`src/rtl/idx_unit.sv`:
```
module idx_unit (
  input  logic        clk,
  input  logic        rst_n,
  input  logic        start,
  input  logic [7:0]  ctl,
  input  logic [15:0] offset,
  input  logic [15:0] pc,
  input  logic        ld_en,
  input  logic [1:0]  ld_sel,
  input  logic [15:0] ld_data,
  output logic        mem_rd,
  output logic [15:0] mem_addr,
  input  logic [7:0]  mem_rdata,
  output logic        done,
  output logic        illegal,
  output logic [15:0] ea,
  output logic        wb_en,
  output logic [1:0]  wb_sel,
  output logic [15:0] wb_data
);
  typedef enum logic [1:0] {IDLE, PHI, PLO} st_t;
  st_t st;

  logic [15:0] rf [4];
  logic [15:0] ptr, pdata;
  logic [7:0]  hi;
  logic        pend;
  logic [1:0]  psel;

  wire        use_pc = ctl[2];
  wire [1:0]  amode  = ctl[6:5];
  wire        ind    = ctl[7];
  wire [15:0] base   = use_pc ? pc : rf[ctl[1:0]];
  wire [15:0] step   = ctl[3] ? 16'd2 : 16'd1;

  logic [15:0] off;
  always_comb
    case (ctl[4:3])
      2'b00:   off = 16'h0000;
      2'b01:   off = {{8{offset[7]}}, offset[7:0]};
      2'b10:   off = offset;
      default: off = {{12{offset[3]}}, offset[3:0]};
    endcase

  wire [15:0] stepped = (amode == 2'b01) ? base + step : base - step;
  wire [15:0] addr    = (amode == 2'b00) ? base + off :
                        (amode == 2'b01) ? base : stepped;
  wire        bad     = (amode == 2'b11) || (amode != 2'b00 && use_pc) ||
                        (amode != 2'b00 && !ctl[3] && ind);
  wire        go      = start && st == IDLE;

  wire        fin_now = go && !bad && !ind;
  wire        fin     = fin_now || st == PLO;
  wire [15:0] fin_ea  = fin_now ? addr : {hi, mem_rdata};
  wire        fin_wb  = fin_now ? (amode != 2'b00) : pend;
  wire [15:0] fin_d   = fin_now ? stepped : pdata;
  wire [1:0]  fin_s   = fin_now ? ctl[1:0] : psel;

  assign mem_rd   = st != IDLE;
  assign mem_addr = (st == PLO) ? ptr + 16'd1 : ptr;

  always_ff @(posedge clk) begin
    if (!rst_n) begin
      st      <= IDLE;
      ptr     <= '0;
      pdata   <= '0;
      hi      <= '0;
      pend    <= 1'b0;
      psel    <= '0;
      done    <= 1'b0;
      illegal <= 1'b0;
      ea      <= '0;
      wb_en   <= 1'b0;
      wb_sel  <= '0;
      wb_data <= '0;
      for (int i = 0; i < 4; i++) rf[i] <= '0;
    end else begin
      done    <= 1'b0;
      illegal <= 1'b0;
      wb_en   <= 1'b0;
      if (ld_en) rf[ld_sel] <= ld_data;
      case (st)
        IDLE: if (go) begin
          if (bad) begin
            done    <= 1'b1;
            illegal <= 1'b1;
            ea      <= '0;
          end else if (ind) begin
            ptr   <= addr;
            pend  <= amode != 2'b00;
            pdata <= stepped;
            psel  <= ctl[1:0];
            st    <= PHI;
          end
        end
        PHI: begin
          hi <= mem_rdata;
          st <= PLO;
        end
        default: st <= IDLE;
      endcase
      if (fin) begin
        done    <= 1'b1;
        ea      <= fin_ea;
        wb_en   <= fin_wb;
        wb_sel  <= fin_s;
        wb_data <= fin_d;
        if (fin_wb) rf[fin_s] <= fin_d;
      end
    end
  end
endmodule


```
`config.mk`:
```
export PLATFORM = sky130hd
export DESIGN_NAME = idx_unit
export DESIGN_NICKNAME = d
export VERILOG_FILES = /design/src/rtl/idx_unit.sv
export SDC_FILE = /design/constraint.sdc
export NUM_CORES = 1
export LEC_CHECK = 0
export ABC_AREA = 1
export ABC_CLOCK_PERIOD_IN_PS = 3700
export CORE_ASPECT_RATIO = 0.8
export CORE_MARGIN = 4
export CORE_UTILIZATION = 54
export CTS_CLUSTER_SIZE = 30
export DETAILED_ROUTE_END_ITERATION = 6
export PLACE_DENSITY_LB_ADDON = 0.08
export SLEW_MARGIN = 40
export SYNTH_ARGS = -nofsm -noshare
export SYNTH_HDL_FRONTEND = slang
export SYNTH_SLANG_ARGS = --single-unit
```
`constraint.sdc`:
```
create_clock -name clk -period 3.7 [get_ports clk]
set_input_delay 0.74 -clock clk [delete_from_list [all_inputs] [get_ports clk]]
set_output_delay 0.74 -clock clk [all_outputs]
set_load 0.05 [all_outputs]
```
---- Word-level counts from Yosys, hierarchy flattened ----
Memory sizes are Yosys's and may differ from the RTL's.
Index checks and enable logic that the tools add are counted.
word-level totals
  flip-flop bits (word level) ............. 82
  bits in latches ......................... 0
  memory bits (writable) .................. 64
  memory bits (read-only) ................. 0
  input port bits ......................... 70
  output and inout bits ................... 54
  word-level logic and storage cells ...... 90
  memories kept ........................... 1
memory list
  name  words  bits a word  read ports  clocked after Yosys merged registers in  wr ports  line  source
  rf    4      16           1           0                                        4         24    logic [15:0] rf [4];
operators by class
  add/sub/neg operators ................... 4
  $mul .................................... 0
  div/mod/pow operators ................... 0
  magnitude comparators ................... 0
  equality and inequality tests ........... 9
  shift operators ......................... 0
  mux-type cells .......................... 37
  bitwise logic cells ..................... 1
  reduce and logical (&&, ||, !) cells .... 26
operators with widths
  cell                     number
  $mux W16                 13
  $pmux W16 S3             1
  $reduce_or A16 Y1        2
  $add A16 B1 Y16 const B  1
  $add A16 B16 Y16         1
  $add A16 B2 Y16          1
  $sub A16 B2 Y16          1
  $mux W1                  15
  $mux W2                  7
  $reduce_bool A2 Y1       5
  $eq A2 B1 Y1 const B     3
  $eq A2 B2 Y1 const B     3
  $logic_and A1 B1 Y1      6
  $logic_not A2 Y1         3
  $ne A2 B2 Y1 const B     3
  $reduce_and A3 Y1        2
  $pmux W2 S2              1
  $reduce_and A4 Y1        1
  $logic_not A1 Y1         3
  $logic_or A1 B1 Y1       3
  $reduce_and A2 Y1        1
  $not A1 Y1               1

---- Depth between registers and ports, before layout ----
Gate-level depths: netlist of the first run.
  depth in word-level cells ............... 14
  depth in mapped cells ................... 24
  gate-level depth less buffers ........... 22

---- Worst setup path after synthesis of the first run ----
OpenSTA, ideal clock, no wires.
  path kind ............................... in2reg
  from .................................... input port ctl[2]
  to ...................................... memory rf[0][9] (data pin)
  setup time .............................. 265 ps
  arrival ................................. 3076 ps
  required time ........................... 3435 ps
  setup slack ............................. 360 ps
  stages on the path ...................... 20
  buffers on the path ..................... 4
  cell sequence ........................... buf_4 -> inv_4 -> buf_6 -> buf_6 -> buf_4 -> o21ai_0 -> ha_1 -> nand2_1 -> inv_1 -> o21ai_2 -> nand2_4 -> nand3_4 -> nand2_2 -> nand3_1 -> nand2_1 -> nand2_1 -> and2_1 -> nand2_1 -> o21ai_2 -> o22ai_1
RTL lines
  element      line  source
  from (decl)  5     input logic [7:0] ctl,
  to (decl)    24

---- Worst setup path after layout of the first run ----
  from .................................... input port ctl[0]
  to ...................................... register ea[2]
on the way
  longest elaborated chain between the ends .. 8
  elaborated cells on any way between the ends .. 10
  classes of those cells .................. add/sub (3); mux (6); memory (1)
ends and longest elaborated chain
  element                                                    line  source
  $mem_v2 Z4 W16 *                                           n/a
  $mux W16 *                                                 33    wire [15:0] base = use_pc ? pc : rf[ctl[1:0]];
  $sub A16 B2 Y16 / $add A16 B2 Y16 (equally long branches)  45    wire [15:0] stepped = (amode == 2'b01) ? base + step : base - step;
  $mux W16                                                   45
  $mux W16                                                   47    (amode == 2'b01) ? base : stepped;
  $mux W16 *                                                 46    wire [15:0] addr = (amode == 2'b00) ? base + off :
  $mux W16 *                                                 54    wire [15:0] fin_ea = fin_now ? addr : {hi, mem_rdata};
  $mux W16 *                                                 102   if (fin) begin
  to (signal assigned)                                       104   ea <= fin_ea;
  to (decl)                                                  16    output logic [15:0] ea,
Every way passes the cells marked *; elsewhere a longest branch is shown, timed or not.
A chain may end at the register's enable or synchronous reset.

==> results of run 1 <==
==> kinds of logic (layout without fill, tap and decap cells) <==
family	Yosys count	count (layout)	synth area share
and+or+nand+nor	622	622	0.292
AOI/OAI and AO/OA	290	290	0.176
buffers and inverters	260	478	0.114
DFF	146	146	0.361
adders and majority gates	28	28	0.0370
xor gates and xnor gates	23	23	0.0211
==> cells in the final DEF (no fill, tap or decap), types with 6 or more instances in the layout <==
| cell | netlist | layout |
|---|---|---|
| o211ai_1 | 23 | 23 |
| buf_12 | 0 | 16 |
| nand3_1 | 136 | 136 |
| clkbuf_16 | 0 | 17 |
| nor2_1 | 108 | 107 |
| o22ai_1 | 33 | 33 |
| inv_1 | 178 | 178 |
| nand2_1 | 282 | 281 |
| nor3_1 | 8 | 7 |
| a21oi_1 | 70 | 69 |
| edfxtp_1 | 64 | 64 |
| inv_2 | 19 | 19 |
| clkdlybuf4s50_1 | 0 | 113 |
| o21ai_0 | 70 | 70 |
| o21ai_2 | 12 | 12 |
| inv_8 | 0 | 6 |
| a21oi_2 | 5 | 6 |
| a31oi_1 | 6 | 6 |
| xor2_1 | 17 | 16 |
| ha_1 | 26 | 26 |
| nand4_1 | 11 | 11 |
| nand2_2 | 26 | 27 |
| buf_4 | 5 | 116 |
| nand3_2 | 7 | 7 |
| dfxtp_1 | 82 | 82 |
| o21ai_1 | 44 | 44 |
| or2_2 | 11 | 11 |
==> cell type report <==
type                            instances  area, um2
Inverter                              199        752
Sequential cell                       146       3560
Tap cell                              225        282
Timing Repair Buffer                  247       2340
Clock buffer                           17        425
Multi-Input combinational cell        963       5230
Clock inverter                         15        180
Fill cell                            1449       4880
==> metal layers <==
layer / vias up / track usage
met1: 4632 / 0.474
met4: 0 / 0.0867
met2: 533 / 0.463
met5: - / 0
li1: 4967 / -
met3: 64 / 0.0711
==> final timing paths <==
| kind | startpoint | to | slack [ps] | cells after the start |
|---|---|---|---|---|
| setup / recovery | ctl[0] | ea[2] | 160 | 15 |
| hold / removal | pdata[1] | pdata[1] | 460 | 2 |
| setup reg to reg | rf[0][0] | ea[2] | 770 | 14 |
| hold reg to reg | pdata[1] | pdata[1] | 460 | 2 |
==> power groups by stage <==
stage | logic, mW | clock network [mW] | registers, mW
floorplan | 0.854 | 0 | 1.92
detailed placement | 1.56 | 0 | 1.85
global placement | 1.55 | 0 | 1.85
CTS | 1.58 | 1.74 | 1.82
finish | 1.61 | 1.74 | 1.82
global route | 1.75 | 1.82 | 1.83
==> through the flow <==
stage / cells / util
final: 1812 / 0.723
after global routing: 1812 / 0.723
after CTS: 1812 / 0.722
after detailed placement: 1780 / 0.688
after global placement: 1780 / 0.688
after floorplan: 1369 / -
==> registers in the layout, indices dropped and copies added (netlist names), 2 cells and up <==
register,flops
rf,64
ea,16
pdata,16
ptr,16
wb_data,16
hi,8
psel,2
st,2
wb_sel,2
==> worst max-delay path, cell delays in order <==
cell             delay, ps
clkdlybuf4s50_1        460
buf_4                  180
inv_4                  130
o21ai_0                180
a31oi_1                110
buf_4                  170
ha_1                   210
fa_1                   490
buf_4                  190
xor2_2                 250
nand2_1                110
nand3_1                 80
o31ai_1                190
a221oi_2               270
nor2_1                  60
==> flow_summary.ini, run 1 <==
[grt]
grt_usage = 0.317
grt_pass1_wl_um = 51300
grt_max_degree = 48
antenna_found_initial = 0
grt_overflow = 0
grt_pass1_vias = 9553

[power_and_ir_drop]
power_mw = 5.17
power.switching_mw = 1.85
leakagePower_nw = 5.93
p_comb_frac = 0.311
pwr-share-seq = 0.352
power.density_nw_per_um2 = 405
p_int_mw = 3.31
power_switching_share = 0.359
clkPwrFrac = 0.336
peakVddDrop_mv = 0.420

[yosys]
synth_ff_type = dfxtp_1
synth_seq_area_share = 0.361
synth_edf_count = 64
syn_nets = 1467
synth_top_area_share = 0.195
synth_area_leaders = edfxtp_1 (19%), dfxtp_1 (17%), nand2_1 (11%), nand3_1 (6.9%), inv_1 (6.8%)
ys_seq_elements = 146
synth_cell_types = 58
synth_top_cell_by_area = edfxtp_1
yosysMostFrequentCell = nand2_1
yosys-top-cells-count = nand2_1 (282), inv_1 (178), nand3_1 (136)
synthCells = 1369
async_flop_share = 0
postSynthAreaPerCell_um2 = 7.22
yosys_warnings = 0
netlist_area_um2 = 9880

[finish]
syn2layout_area_growth_pct = 29.2
final_layout_size_suffix_gt1_frac = 0.176
antennaDiodeCount = 0
nNetsFinal = 1672
final_area_um2 = 12800

[placed_design]
postPlaceCellArea_um2 = 12100
hpwl_um = 25300
gp_congestion = 0.995
preCtsSetupSlack_ps = -237
portBuffers = 123

[cts]
clkSinkCount = 146
cts_setup_buffers = 0
cts_tree = done
root_buffer = clkbuf_16
cts_buffers = 17
htreeDepth = 4
ctsHoldBuffers = 0
cts-resized-gates = 0
clkLatencyLatePin_ps = 430
clkSlewWorstSetupHoldPaths_ps = 70
cts_buffer_depth = 2

[timing]
hold_violations = 0
maxSlewViolCount = 0
max_freq_ghz = 0.282
finalWorstSetupSlack_ps = 155
rsz0062_at_grt = no
holdWs_ps = 455
fin_skew_ps = 12.5
setup_viol = 0
period_share = 0.958
fin_crit_ps = 3540
slew-limit-headroom = 0.417
tns_ps = 0
tightest_slew_ps = 867

[status]
status = complete, no violations

[setup_path]
critical_path_class = in2reg
endpoint_kind = flop
cp-start-kind = input pin
cp_max_fo = 24
cp.required_ps = 3990
cp_data_arrival_time_ps = 3840

[floorplan]
io_pins = 124
die_w_um = 159
die_area_um2 = 20500
start_util = 0.560
dieHeight_um = 129
core_um2 = 17600
rows = 43

[detailed_routing]
m1WireLength_um = 15000
ant_nets = 0
met3_length_um = 3660
drtIter0Drc = 1329
vias_per_cell = 5.63
vias = 10200
maxUsedRoutingLayer = met4
postRouteWirelength_um = 33000
wl_met2_um = 13600
drc = 0
wl_per_cell_um = 18.2
drtPass1Iterations = 5

[worst_hold_path]
hold_path_class = reg2reg

[run]
cap_violations = 0
Note: power is estimated with default switching activity, not from simulation.
==> run 2: changes to the inputs <==
HOLD_SLACK_MARGIN = 0.08   (was unset)
==> results of run 2 <==
Final layout, timing and power as in run 1 (identical DEF).
==> run 3: changes to the inputs <==
MAX_ROUTING_LAYER = met4   (was unset)
==> run 3 against run 2 <==
Net effect:
- the flow now finishes with violations (design-rule violations)
- via count rose by 1.0%
- count of clock-buffer cells in the layout did not move
- clock skew fell by 0.98 ps
- combinational power barely moved
- power rose by 1.3%
- sequential power barely moved
- fmax rose by 0.23%
- die area did not move
- flip-flop and latch count did not move
- final cell count fell by 0.33%
- core utilization barely moved
- critical path type unchanged
==> flow_summary.ini, run 3 (synthesized netlist as in run 1, its figures left out) <==
[detailed_routing]
wl_met2_um = 14200
drtIter0Drc = 1433
ant_nets = 0
m1WireLength_um = 15200
maxUsedRoutingLayer = met4
vias_per_cell = 5.70
postRouteWirelength_um = 33400
drc = 7
drtPass1Iterations = 7
met3_length_um = 3490
wl_per_cell_um = 18.5
vias = 10300

[cts]
clkSlewWorstSetupHoldPaths_ps = 70
cts_buffer_depth = 2
cts_setup_buffers = 0
htreeDepth = 4
cts_buffers = 17
root_buffer = clkbuf_16
clkLatencyLatePin_ps = 430
cts_tree = done
clkSinkCount = 146

[power_and_ir_drop]
leakagePower_nw = 5.91
peakVddDrop_mv = 0.327
power.density_nw_per_um2 = 410
power_mw = 5.23

[placed_design]
portBuffers = 123
gp_congestion = 0.984
preCtsSetupSlack_ps = -314
postPlaceCellArea_um2 = 12100
hpwl_um = 25300

[setup_path]
crit_path_frequent_cell = buf_4
startpoint = ctl[0]
critical_path_class = in2reg
endpoint_kind = flop
critPathSlowestCell = clkdlybuf4s50_1
r2r_start = rf[0][0]
reg2regPathDepth = 14
cp_max_fo = 26
cp_data_arrival_time_ps = 3830
cp.required_ps = 3990
cp-start-kind = input pin
max_stage_delay_ps = 510
crit_path_cell_trace = clkdlybuf4s50_1 -> buf_12 -> inv_8 -> o21ai_0 -> a31oi_1 -> buf_4 -> ha_1 -> fa_1 -> buf_4 -> xor2_2 -> nand2_1 -> nand3_1 -> o31ai_1 -> a221oi_2 -> nor2_1

[floorplan]
dieHeight_um = 129
die_area_um2 = 20500
core_um2 = 17600
start_util = 0.560
rows = 43
io_pins = 124
die_w_um = 159

[finish]
antennaDiodeCount = 0
final_cell_mix = nand2_1 (280), inv_1 (178), nand3_1 (133), clkdlybuf4s50_1 (113), buf_4 (110)
nNetsFinal = 1666
final_common_cell = nand2_1
final_area_um2 = 12800
regMostFlops = rf
final_layout_size_suffix_gt1_frac = 0.178
post-route-util = 0.724
syn2layout_area_growth_pct = 29.3
largest_register_ff_count = 64

[worst_hold_path]
hold_path_class = reg2reg
holdCritStartpoint = ea[8]
whs_path_depth = 2

[status]
status = finished, violations left
violations = design-rule violations

[grt]
grt_max_degree = 51
grt_overflow = 0
grt_pass1_wl_um = 52000
antenna_found_initial = 0
grt_pass1_vias = 9614
grt_usage = 0.332

[timing]
period_share = 0.956
finalWorstSetupSlack_ps = 163
setup_viol = 0
max_freq_ghz = 0.283
hold_violations = 0
tightest_slew_ps = 863
rsz0062_at_grt = no
fin_crit_ps = 3540
maxSlewViolCount = 0
slew-limit-headroom = 0.420
fin_skew_ps = 11.5

[run]
cap_violations = 0
-- run 3: path summary, 6_finish.rpt --
check | end | slack [ps]
setup reg to reg | ea[2] | 760
hold / removal | ea[8] | 470
hold reg to reg | ea[8] | 470
setup / recovery | ea[2] | 160
-- run 3: what timing repair did --
action / in CTS / in global routing
setup endpoints to repair: 0 / 47
hold endpoints to repair: 0 / 0
hold buffers: 0 / 0
resized for setup: 0 / 16
-- run 3: worst max-delay path: cells and delay by family --
family / cells / cell delay [ps]
xor+xnor: 1 / 260
simple gates: 3 / 260
fa+ha+maj: 2 / 700
buf+inv: 5 / 1110
compound gates: 4 / 740
-- run 3: area by class of cell --
class | instances | area (um2)
clock buffer | 17 | 425
clock inverter | 15 | 190
fill | 1428 | 4870
inverter | 199 | 757
multi-input combinational | 963 | 5260
sequential | 146 | 3560
tap | 225 | 282
timing repair buffer | 241 | 2290
-- run 3: power breakdown --
part           leakage, nW  internal, mW  switching, mW
Sequential            1.34          1.77         0.0470
Clock                0.305          1.03          0.774
Combinational         4.27         0.614          0.994
Total                 5.91          3.42           1.82
-- run 3: stage by stage --
stage,cells,TNS (ps),hold WS [ps]
after floorplan,1369,0,425
after global placement,1774,-9830,439
after detailed placement,1774,-12200,463
after CTS,1806,0,476
after global routing,1806,0,485
final,1806,0,472
-- run 3: routing by layer --
| metal | vias to the layer above | track usage |
|---|---|---|
| li1 | 4940 | - |
| met1 | 4743 | 0.482 |
| met2 | 571 | 0.486 |
| met3 | 47 | 0.0592 |
| met4 | 0 | 0.0704 |
| met5 | - | - |
